$ cat src/rtl/tmr_pkg.sv
package tmr_pkg;

    localparam logic [3:0] A_COUNT   = 4'd0;
    localparam logic [3:0] A_CTRL    = 4'd1;
    localparam logic [3:0] A_DIR     = 4'd2;
    localparam logic [3:0] A_MODE    = 4'd3;
    localparam logic [3:0] A_IEN     = 4'd4;
    localparam logic [3:0] A_FLAG    = 4'd5;
    localparam logic [3:0] A_FORCE   = 4'd6;
    localparam logic [3:0] A_OVMASK  = 4'd7;
    localparam logic [3:0] A_OVDATA  = 4'd8;
    localparam logic [3:0] A_PORT    = 4'd9;
    localparam int         A_CH_BASE = 12;

    typedef enum logic {
        CNT_HALT = 1'b0,
        CNT_RUN  = 1'b1
    } cnt_state_e;

    typedef enum logic {
        EDG_LOW  = 1'b0,
        EDG_HIGH = 1'b1
    } edge_state_e;

    typedef enum logic [1:0] {
        OC_NONE   = 2'b00,
        OC_TOGGLE = 2'b01,
        OC_LOW    = 2'b10,
        OC_HIGH   = 2'b11
    } oc_act_e;

endpackage

$ cat src/rtl/tmr_counter.sv
module tmr_counter #(
    parameter int CNT_W = 16
) (
    input  logic             clk,
    input  logic             rst_n,
    input  logic             run_en,
    input  logic             clr,
    output logic [CNT_W-1:0] cnt,
    output logic             counting,
    output logic             wrap
);
    import tmr_pkg::*;

    localparam logic [CNT_W-1:0] CNT_MAX = '1;

    cnt_state_e state_q, state_d;

    // state register
    always_ff @(posedge clk or negedge rst_n) begin
        if (!rst_n) state_q <= CNT_HALT;
        else        state_q <= state_d;
    end

    // transitions
    always_comb begin
        state_d = state_q;
        unique case (state_q)
            CNT_HALT: if (run_en)  state_d = CNT_RUN;
            CNT_RUN:  if (!run_en) state_d = CNT_HALT;
        endcase
    end

    // outputs
    always_comb begin
        counting = (state_q == CNT_RUN);
        wrap     = counting && !clr && (cnt == CNT_MAX);
    end

    always_ff @(posedge clk or negedge rst_n) begin
        if (!rst_n)        cnt <= '0;
        else if (counting) cnt <= clr ? '0 : cnt + 1'b1;
    end

    a_r2_count_step: assert property (@(posedge clk) disable iff (!rst_n)
        (counting && !clr) |=> (cnt == $past(cnt) + 1'b1));

    a_r8_clear_to_zero: assert property (@(posedge clk) disable iff (!rst_n)
        (counting && clr) |=> (cnt == '0));

    a_r2_halt_holds: assert property (@(posedge clk) disable iff (!rst_n)
        !counting |=> $stable(cnt));

endmodule

$ cat src/rtl/tmr_edge_det.sv
module tmr_edge_det #(
    parameter int SYNC_DEPTH = 2
) (
    input  logic clk,
    input  logic rst_n,
    input  logic din,
    output logic rise
);
    import tmr_pkg::*;

    logic [SYNC_DEPTH-1:0] sync_q;
    logic                  s;
    edge_state_e           state_q, state_d;

    generate
        if (SYNC_DEPTH == 1) begin : g_one
            always_ff @(posedge clk or negedge rst_n) begin
                if (!rst_n) sync_q <= '0;
                else        sync_q <= din;
            end
        end else begin : g_chain
            always_ff @(posedge clk or negedge rst_n) begin
                if (!rst_n) sync_q <= '0;
                else        sync_q <= {sync_q[SYNC_DEPTH-2:0], din};
            end
        end
    endgenerate

    assign s = sync_q[SYNC_DEPTH-1];

    // state register
    always_ff @(posedge clk or negedge rst_n) begin
        if (!rst_n) state_q <= EDG_LOW;
        else        state_q <= state_d;
    end

    // transitions
    always_comb begin
        state_d = state_q;
        unique case (state_q)
            EDG_LOW:  if (s)  state_d = EDG_HIGH;
            EDG_HIGH: if (!s) state_d = EDG_LOW;
        endcase
    end

    // outputs
    always_comb begin
        rise = (state_q == EDG_LOW) && s;
    end

    a_r3_single_event: assert property (@(posedge clk) disable iff (!rst_n)
        rise |=> !rise);

endmodule

$ cat src/rtl/tmr_oc_pin.sv
module tmr_oc_pin (
    input  logic       clk,
    input  logic       rst_n,
    input  logic       act,
    input  logic [1:0] ml,
    input  logic       ovr,
    input  logic       ovr_val,
    input  logic       owned,
    input  logic       port_bit,
    output logic       pin
);
    import tmr_pkg::*;

    logic oc_q, oc_d;

    always_comb begin
        oc_d = oc_q;
        if (ovr) begin
            oc_d = ovr_val;
        end else if (act) begin
            unique case (oc_act_e'(ml))
                OC_NONE:   oc_d = oc_q;
                OC_TOGGLE: oc_d = ~oc_q;
                OC_LOW:    oc_d = 1'b0;
                OC_HIGH:   oc_d = 1'b1;
            endcase
        end
    end

    always_ff @(posedge clk or negedge rst_n) begin
        if (!rst_n) oc_q <= 1'b0;
        else        oc_q <= oc_d;
    end

    assign pin = owned ? oc_q : port_bit;

    a_r7_override_wins: assert property (@(posedge clk) disable iff (!rst_n)
        ovr |=> (oc_q == $past(ovr_val)));

    a_r4_idle_holds: assert property (@(posedge clk) disable iff (!rst_n)
        (!act && !ovr) |=> $stable(oc_q));

endmodule

$ cat src/rtl/tmr_capcmp4.sv
module tmr_capcmp4 #(
    parameter int CNT_W      = 16,
    parameter int NCH        = 4,
    parameter int SYNC_DEPTH = 2
) (
    input  logic             clk,
    input  logic             rst_n,
    input  logic             bus_we,
    input  logic [3:0]       bus_addr,
    input  logic [CNT_W-1:0] bus_wdata,
    output logic [CNT_W-1:0] bus_rdata,
    input  logic [NCH-1:0]   cap_in,
    output logic [NCH-1:0]   pin_out,
    output logic [NCH-1:0]   irq_ch,
    output logic             irq_ovf
);
    import tmr_pkg::*;

    localparam int OVR = NCH - 1;
    localparam int MW  = 2 * NCH;

    // register file
    logic                       run_q, clr_en_q;
    logic [NCH-1:0]             dir_q, ovm_q, ovd_q, port_q;
    logic [MW-1:0]              mode_q;
    logic [NCH:0]               ien_q, flag_q;
    logic [NCH-1:0][CNT_W-1:0]  ch_q;

    // datapath
    logic [CNT_W-1:0] cnt;
    logic             counting, wrap, cnt_clr;
    logic [NCH-1:0]   rise, cap_ev, cmp_hit, frc, act, owned, wr_ch;
    logic [NCH:0]     flag_set, flag_clr;

    tmr_counter #(.CNT_W(CNT_W)) u_cnt (
        .clk      (clk),
        .rst_n    (rst_n),
        .run_en   (run_q),
        .clr      (cnt_clr),
        .cnt      (cnt),
        .counting (counting),
        .wrap     (wrap)
    );

    generate
        for (genvar n = 0; n < NCH; n++) begin : g_ch
            tmr_edge_det #(.SYNC_DEPTH(SYNC_DEPTH)) u_edge (
                .clk   (clk),
                .rst_n (rst_n),
                .din   (cap_in[n]),
                .rise  (rise[n])
            );

            assign wr_ch[n]   = bus_we && (bus_addr == 4'(A_CH_BASE + n));
            assign cap_ev[n]  = rise[n] && !dir_q[n];
            assign cmp_hit[n] = counting && dir_q[n] && (cnt == ch_q[n]);
            assign frc[n]     = bus_we && (bus_addr == A_FORCE) && bus_wdata[n] && dir_q[n];
            assign act[n]     = cmp_hit[n] || frc[n];
            assign owned[n]   = dir_q[n] && ((mode_q[2*n +: 2] != 2'b00) || ovm_q[n]);

            tmr_oc_pin u_pin (
                .clk      (clk),
                .rst_n    (rst_n),
                .act      (act[n]),
                .ml       (mode_q[2*n +: 2]),
                .ovr      (act[OVR] && ovm_q[n]),
                .ovr_val  (ovd_q[n]),
                .owned    (owned[n]),
                .port_bit (port_q[n]),
                .pin      (pin_out[n])
            );

            a_r6_force_no_flag: assert property (@(posedge clk) disable iff (!rst_n)
                (frc[n] && !cmp_hit[n] && !flag_q[n]) |=> !flag_q[n]);

            a_r3_capture_value: assert property (@(posedge clk) disable iff (!rst_n)
                cap_ev[n] |=> (ch_q[n] == $past(cnt)));
        end
    endgenerate

    assign cnt_clr  = cmp_hit[OVR] && clr_en_q;
    assign flag_set = {wrap, cmp_hit | cap_ev};
    assign flag_clr = (bus_we && bus_addr == A_FLAG) ? bus_wdata[NCH:0] : '0;

    // control and configuration registers
    always_ff @(posedge clk or negedge rst_n) begin
        if (!rst_n) begin
            run_q    <= 1'b0;
            clr_en_q <= 1'b0;
            dir_q    <= '0;
            mode_q   <= '0;
            ien_q    <= '0;
            ovm_q    <= '0;
            ovd_q    <= '0;
            port_q   <= '0;
        end else if (bus_we) begin
            unique case (bus_addr)
                A_CTRL:   {clr_en_q, run_q} <= bus_wdata[1:0];
                A_DIR:    dir_q  <= bus_wdata[NCH-1:0];
                A_MODE:   mode_q <= bus_wdata[MW-1:0];
                A_IEN:    ien_q  <= bus_wdata[NCH:0];
                A_OVMASK: ovm_q  <= bus_wdata[NCH-1:0];
                A_OVDATA: ovd_q  <= bus_wdata[NCH-1:0];
                A_PORT:   port_q <= bus_wdata[NCH-1:0];
                default:  ;
            endcase
        end
    end

    // flags: write-one-to-clear, set wins
    always_ff @(posedge clk or negedge rst_n) begin
        if (!rst_n) flag_q <= '0;
        else        flag_q <= (flag_q & ~flag_clr) | flag_set;
    end

    // channel registers: capture wins over a bus write
    always_ff @(posedge clk or negedge rst_n) begin
        if (!rst_n) begin
            ch_q <= '0;
        end else begin
            for (int n = 0; n < NCH; n++) begin
                if (cap_ev[n])     ch_q[n] <= cnt;
                else if (wr_ch[n]) ch_q[n] <= bus_wdata;
            end
        end
    end

    // read mux
    always_comb begin
        bus_rdata = '0;
        unique case (bus_addr)
            A_COUNT:  bus_rdata = cnt;
            A_CTRL:   bus_rdata = CNT_W'({clr_en_q, run_q});
            A_DIR:    bus_rdata = CNT_W'(dir_q);
            A_MODE:   bus_rdata = CNT_W'(mode_q);
            A_IEN:    bus_rdata = CNT_W'(ien_q);
            A_FLAG:   bus_rdata = CNT_W'(flag_q);
            A_OVMASK: bus_rdata = CNT_W'(ovm_q);
            A_OVDATA: bus_rdata = CNT_W'(ovd_q);
            A_PORT:   bus_rdata = CNT_W'(port_q);
            default: begin
                for (int n = 0; n < NCH; n++)
                    if (bus_addr == 4'(A_CH_BASE + n)) bus_rdata = ch_q[n];
            end
        endcase
    end

    assign irq_ch  = flag_q[NCH-1:0] & ien_q[NCH-1:0];
    assign irq_ovf = flag_q[NCH] & ien_q[NCH];

    a_r12_ovf_on_rollover: assert property (@(posedge clk) disable iff (!rst_n)
        $rose(flag_q[NCH]) |-> ($past(cnt) == '1));

    a_r8_restart_needs_enable: assert property (@(posedge clk) disable iff (!rst_n)
        (counting && !clr_en_q) |=> (cnt == $past(cnt) + 1'b1));

endmodule

$ cat config.mk
export PLATFORM = sky130hd
export DESIGN_NAME = tmr_capcmp4
export DESIGN_NICKNAME = d
export VERILOG_FILES = /design/src/rtl/tmr_pkg.sv /design/src/rtl/tmr_counter.sv /design/src/rtl/tmr_edge_det.sv /design/src/rtl/tmr_oc_pin.sv /design/src/rtl/tmr_capcmp4.sv
export SDC_FILE = /design/constraint.sdc
export NUM_CORES = 1
export LEC_CHECK = 0
export BUFFER_PORTS_ARGS = -buffer_cell sky130_fd_sc_hd__buf_2
export CAP_MARGIN = 20
export CELL_PAD_IN_SITES_DETAIL_PLACEMENT = 0
export CELL_PAD_IN_SITES_GLOBAL_PLACEMENT = 1
export CORE_MARGIN = 4
export CORE_UTILIZATION = 45
export DETAILED_ROUTE_END_ITERATION = 10
export PLACE_DENSITY = 0.81
export REMOVE_ABC_BUFFERS = 1
export SLEW_MARGIN = 20
export SYNTH_ARGS = -nofsm -noshare
export SYNTH_HDL_FRONTEND = slang
export SYNTH_HIERARCHICAL = 1
export SYNTH_SLANG_ARGS = --single-unit
$ cat constraint.sdc
create_clock -name clk -period 2.41 [get_ports clk]
set_input_delay 0.482 -clock clk [delete_from_list [all_inputs] [get_ports clk]]
set_output_delay 0.482 -clock clk [all_outputs]
set_load 0.01 [all_outputs]
==> results.toml <==
[global_routing]
grt_pass1_vias = 6779
antenna_found_initial = 0
overflow = 0
grt.total_usage_pct = 25.4
grt_max_degree = 66
grt_pass1_wl_um = 39100

[route]
wl_per_cell_um = 22.3
ant_nets = 0
vias_per_cell = 5.99
drt-initial-drc-count = 520
route.vias.total = 6693
post-route-drc-count = 0
drt_pass1_iterations = 5
finalWirelength_um = 25000

[place]
dp_hpwl_um = 18000
place_area_sq_mm = 0.00893
io_buffer_count = 51
place_congestion = 0.915

[worst_setup_path]
cp.required_ns = 1.93
crit_path_start = "u_cnt/cnt[0]"
r2r_cells = 9
crit_type = "flip-flop to output pin"
cp-endpoint = "bus_rdata[0]"
arrival_ns = 1.91
r2r-end = "g_ch[0].u_pin/oc_q"
end_kind = "output pin"
worstPathCellList = "buf_4 -> a222oi_1 -> o22ai_1 -> a221o_1 -> buf_2"
slowest_delay_ns = 0.43
cp_slowest_cell = "dfrtp_2"
timing.rr.start = "u_cnt/cnt[0]"
rrSetupSlack_ns = 0.07
crit_fanout = 4
critPathLaunchType = "flip-flop"

[clock_tree]
path_clk_slew_ns = 0.06
cts_tree = "yes"
worstSkewPairLatency_ns = 0.42
htree_levels = 4
cts_root_buffer = "clkbuf_16"
clkSinkCount = 133
cts_made_buffers = 17
cts_buffer_depth = 2

[hold_path]
min_path_type = "input pin to asynchronous set/reset pin"

[cells_and_area]
final_area_sq_mm = 0.00958
syn_to_final_growth_pct = 19.0
nets = 907
regArea_sq_mm = 0.00333
multi_input_area_sq_mm = 0.00437
fillCellCount = 1527
drive_gt1_share_pct = 27.2
diodes = 0

[synthesis]
yosysTopAreaCell = "dfrtp_1"
ys_seq_area_share_pct = 41.4
yosysWarnings = 6
synthCells = 787
synth.area.top_cells = "dfrtp_1, mux2i_1, xnor2_1, mux2_2, mux4_2"
synth-seq-cells = 133
synth.distinct_cells = 64
yosysTopAreaCellShare_pct = 41.4
synth_area_per_cell_sq_um = 10.2
synthArstFlopShare_pct = 100
syn_area_sq_mm = 0.00805
synthFlopType = "dfrtp_1"
synth_edf_count = 0

[power]
p_comb_share_pct = 33.9
netSwitchingPower_mw = 3.24
p_sw_share_pct = 35.5
pwr-share-clk_pct = 28.0
sequentialPowerShare_pct = 38.0
ir_drop_mv = 0.548
p_per_area_mw_per_mm2 = 952
p_int_mw = 5.88
leakage_nw = 4.21

[sta]
finClkSkew_ns = 0.0104
clock.fmax_ghz = 0.419
tns_ns = 0
setup_violations = 0
worst-slew-pin-transition_ns = 0.665
post-route-period-util_pct = 99.1
rsz0062_at_grt = "no"
fin_crit_ns = 2.39
hold_viol = 0
slew_headroom_pct = 55.7
slew_viol_final = 0

[floorplanning]
placeableCoreArea_sq_mm = 0.0174
die_h_um = 142
fp.dieW_um = 142
die_area_sq_mm = 0.0201
start_util_pct = 46.2
ios = 52
num_rows = 48

[run_status]
status = "finished, final reports clean"

[run]
maxCapViolations = 0
==> worst min path at each step <==
stage | startpoint | endpoint | slack [ns] | cells past startpoint
2_1_floorplan | rst_n | ch_q[0] | 0.19 | 0
3_3_place_gp | g_ch[1].u_edge/sync_q[0] | g_ch[1].u_edge/sync_q[1] | 0.33 | 0
3_5_place_dp | g_ch[1].u_edge/sync_q[0] | g_ch[1].u_edge/sync_q[1] | 0.33 | 0
4_1_cts | rst_n | ch_q[15] | 0.09 | 1
5_1_grt | rst_n | ch_q[15] | 0.12 | 1
6_report | rst_n | ch_q[15] | 0.08 | 1
==> power by group through the flow <==
stage | sequential [mW] | clock (mW) | combinational (mW)
floorplan | 3.38 | 0 | 1.77
global placement | 3.47 | 0 | 2.91
detailed placement | 3.48 | 0 | 2.99
CTS | 3.45 | 2.59 | 3.04
global route | 3.53 | 2.69 | 3.37
finish | 3.47 | 2.56 | 3.09
==> critical path: cells and delay by family, from the launching register on <==
kind                   cells  cell delay, ns
DFF                        1            0.43
buffers and inverters      2            0.30
AOI/OAI and AO/OA          3            0.76
==> cell families after synthesis <==
logic type / share of synthesized area (%)
AO/OA/AOI/OAI: 12.7
XOR/XNOR: 6.97
adder cells (fa/ha/maj): 0.155
buffers and inverters: 4.79
flip-flops: 41.4
multiplexers: 18.9
AND/OR/NAND/NOR: 15.2
==> timing repair <==
action,CTS,global route
endpoints found under the setup margin,11,7
pin swaps,2,0
hold buffers,0,0
gates resized for setup,2,10
setup buffers,2,2
==> sequential cells by signal, summed over array words and instances, names as in the netlist <==
name,cells
g_ch.u_pin/oc_q,4
flag_q,5
dir_q,4
ien_q,5
g_ch.u_edge/state_q,4
run_q,1
g_ch.u_edge/sync_q,8
clr_en_q,1
ovm_q,4
port_q,4
u_cnt/cnt,16
u_cnt/counting,1
mode_q,8
ch_q,64
ovd_q,4
==> per-stage QoR <==
step | utilization (%) | std cells | total power [mW] | hold WS [ns] | setup WS [ns]
after floorplan | - | 724 | 5.14 | 0.186 | 0.0348
after global placement | 51.3 | 1081 | 6.38 | 0.334 | -0.0658
after CTS | 54.7 | 1115 | 9.08 | 0.0865 | 0.00770
final | 55.0 | 1117 | 9.12 | 0.0760 | 0.0225
after global routing | 55.0 | 1117 | 9.60 | 0.119 | 0.00258
after detailed placement | 51.3 | 1081 | 6.47 | 0.335 | -0.0920
==> cells in the final DEF, fill, tap and decap left out, drive strengths merged, types with 5 or more instances in the layout <==
| cell type | synthesis | routed |
|---|---|---|
| o31ai | 6 | 6 |
| dfrtp | 133 | 133 |
| a31oi | 6 | 6 |
| nand2b | 11 | 11 |
| inv | 15 | 15 |
| mux4 | 16 | 16 |
| nor4 | 5 | 5 |
| nand3b | 9 | 9 |
| or4 | 5 | 5 |
| xor2 | 15 | 15 |
| a21oi | 39 | 39 |
| a22o | 8 | 8 |
| and2 | 8 | 8 |
| and3 | 5 | 5 |
| buf | 47 | 136 |
| nand2 | 56 | 56 |
| nor2 | 41 | 41 |
| o21ai | 58 | 58 |
| mux2i | 74 | 74 |
| nand3 | 34 | 34 |
| clkbuf | 16 | 22 |
| a22oi | 11 | 11 |
| nor2b | 12 | 12 |
| clkinv | 0 | 8 |
| nand4 | 16 | 16 |
| mux2 | 37 | 37 |
| xnor2 | 49 | 49 |
| nor3 | 5 | 5 |
| o311ai | 5 | 5 |
| o22ai | 11 | 11 |
==> cell usage after synthesis (all sizes together), types with 3 or more instances <==
cell	instances
a22oi	11
nand3b	9
and2	8
dfrtp	133
a21oi	39
nand3	34
nor3	5
or3	3
mux2i	74
and3	5
and4b	4
inv	15
a31oi	6
clkbuf	16
o311ai	5
buf	47
or4	5
mux2	37
xnor2	49
nor4	5
xor2	15
nor2b	12
o22ai	11
nand2	56
nand4	16
o21ai	58
nor2	41
mux4	16
a22o	8
and4	3
nand2b	11
o31ai	6
o31a	4
==> metal layers <==
layer / vias to the layer above / global-route usage [%] / share of wire [%]
met5: - / 0 / 0
met4: 0 / 9.70 / 3.4
met3: 57 / 5.22 / 6.4
met2: 236 / 41.1 / 48
met1: 3360 / 33.6 / 42
li1: 3040 / - / -
==> cell type report <==
| cell class | instances | area share, % |
|---|---|---|
| Clock inverter | 10 | 1.08 |
| Clock buffer | 22 | 4.95 |
| Sequential cell | 133 | 34.8 |
| Tap cell | 225 | 2.94 |
| Timing Repair Buffer | 136 | 10.0 |
| Inverter | 15 | 0.588 |
| Multi-Input combinational cell | 576 | 45.6 |
Note: power is estimated with default switching activity, not from simulation.
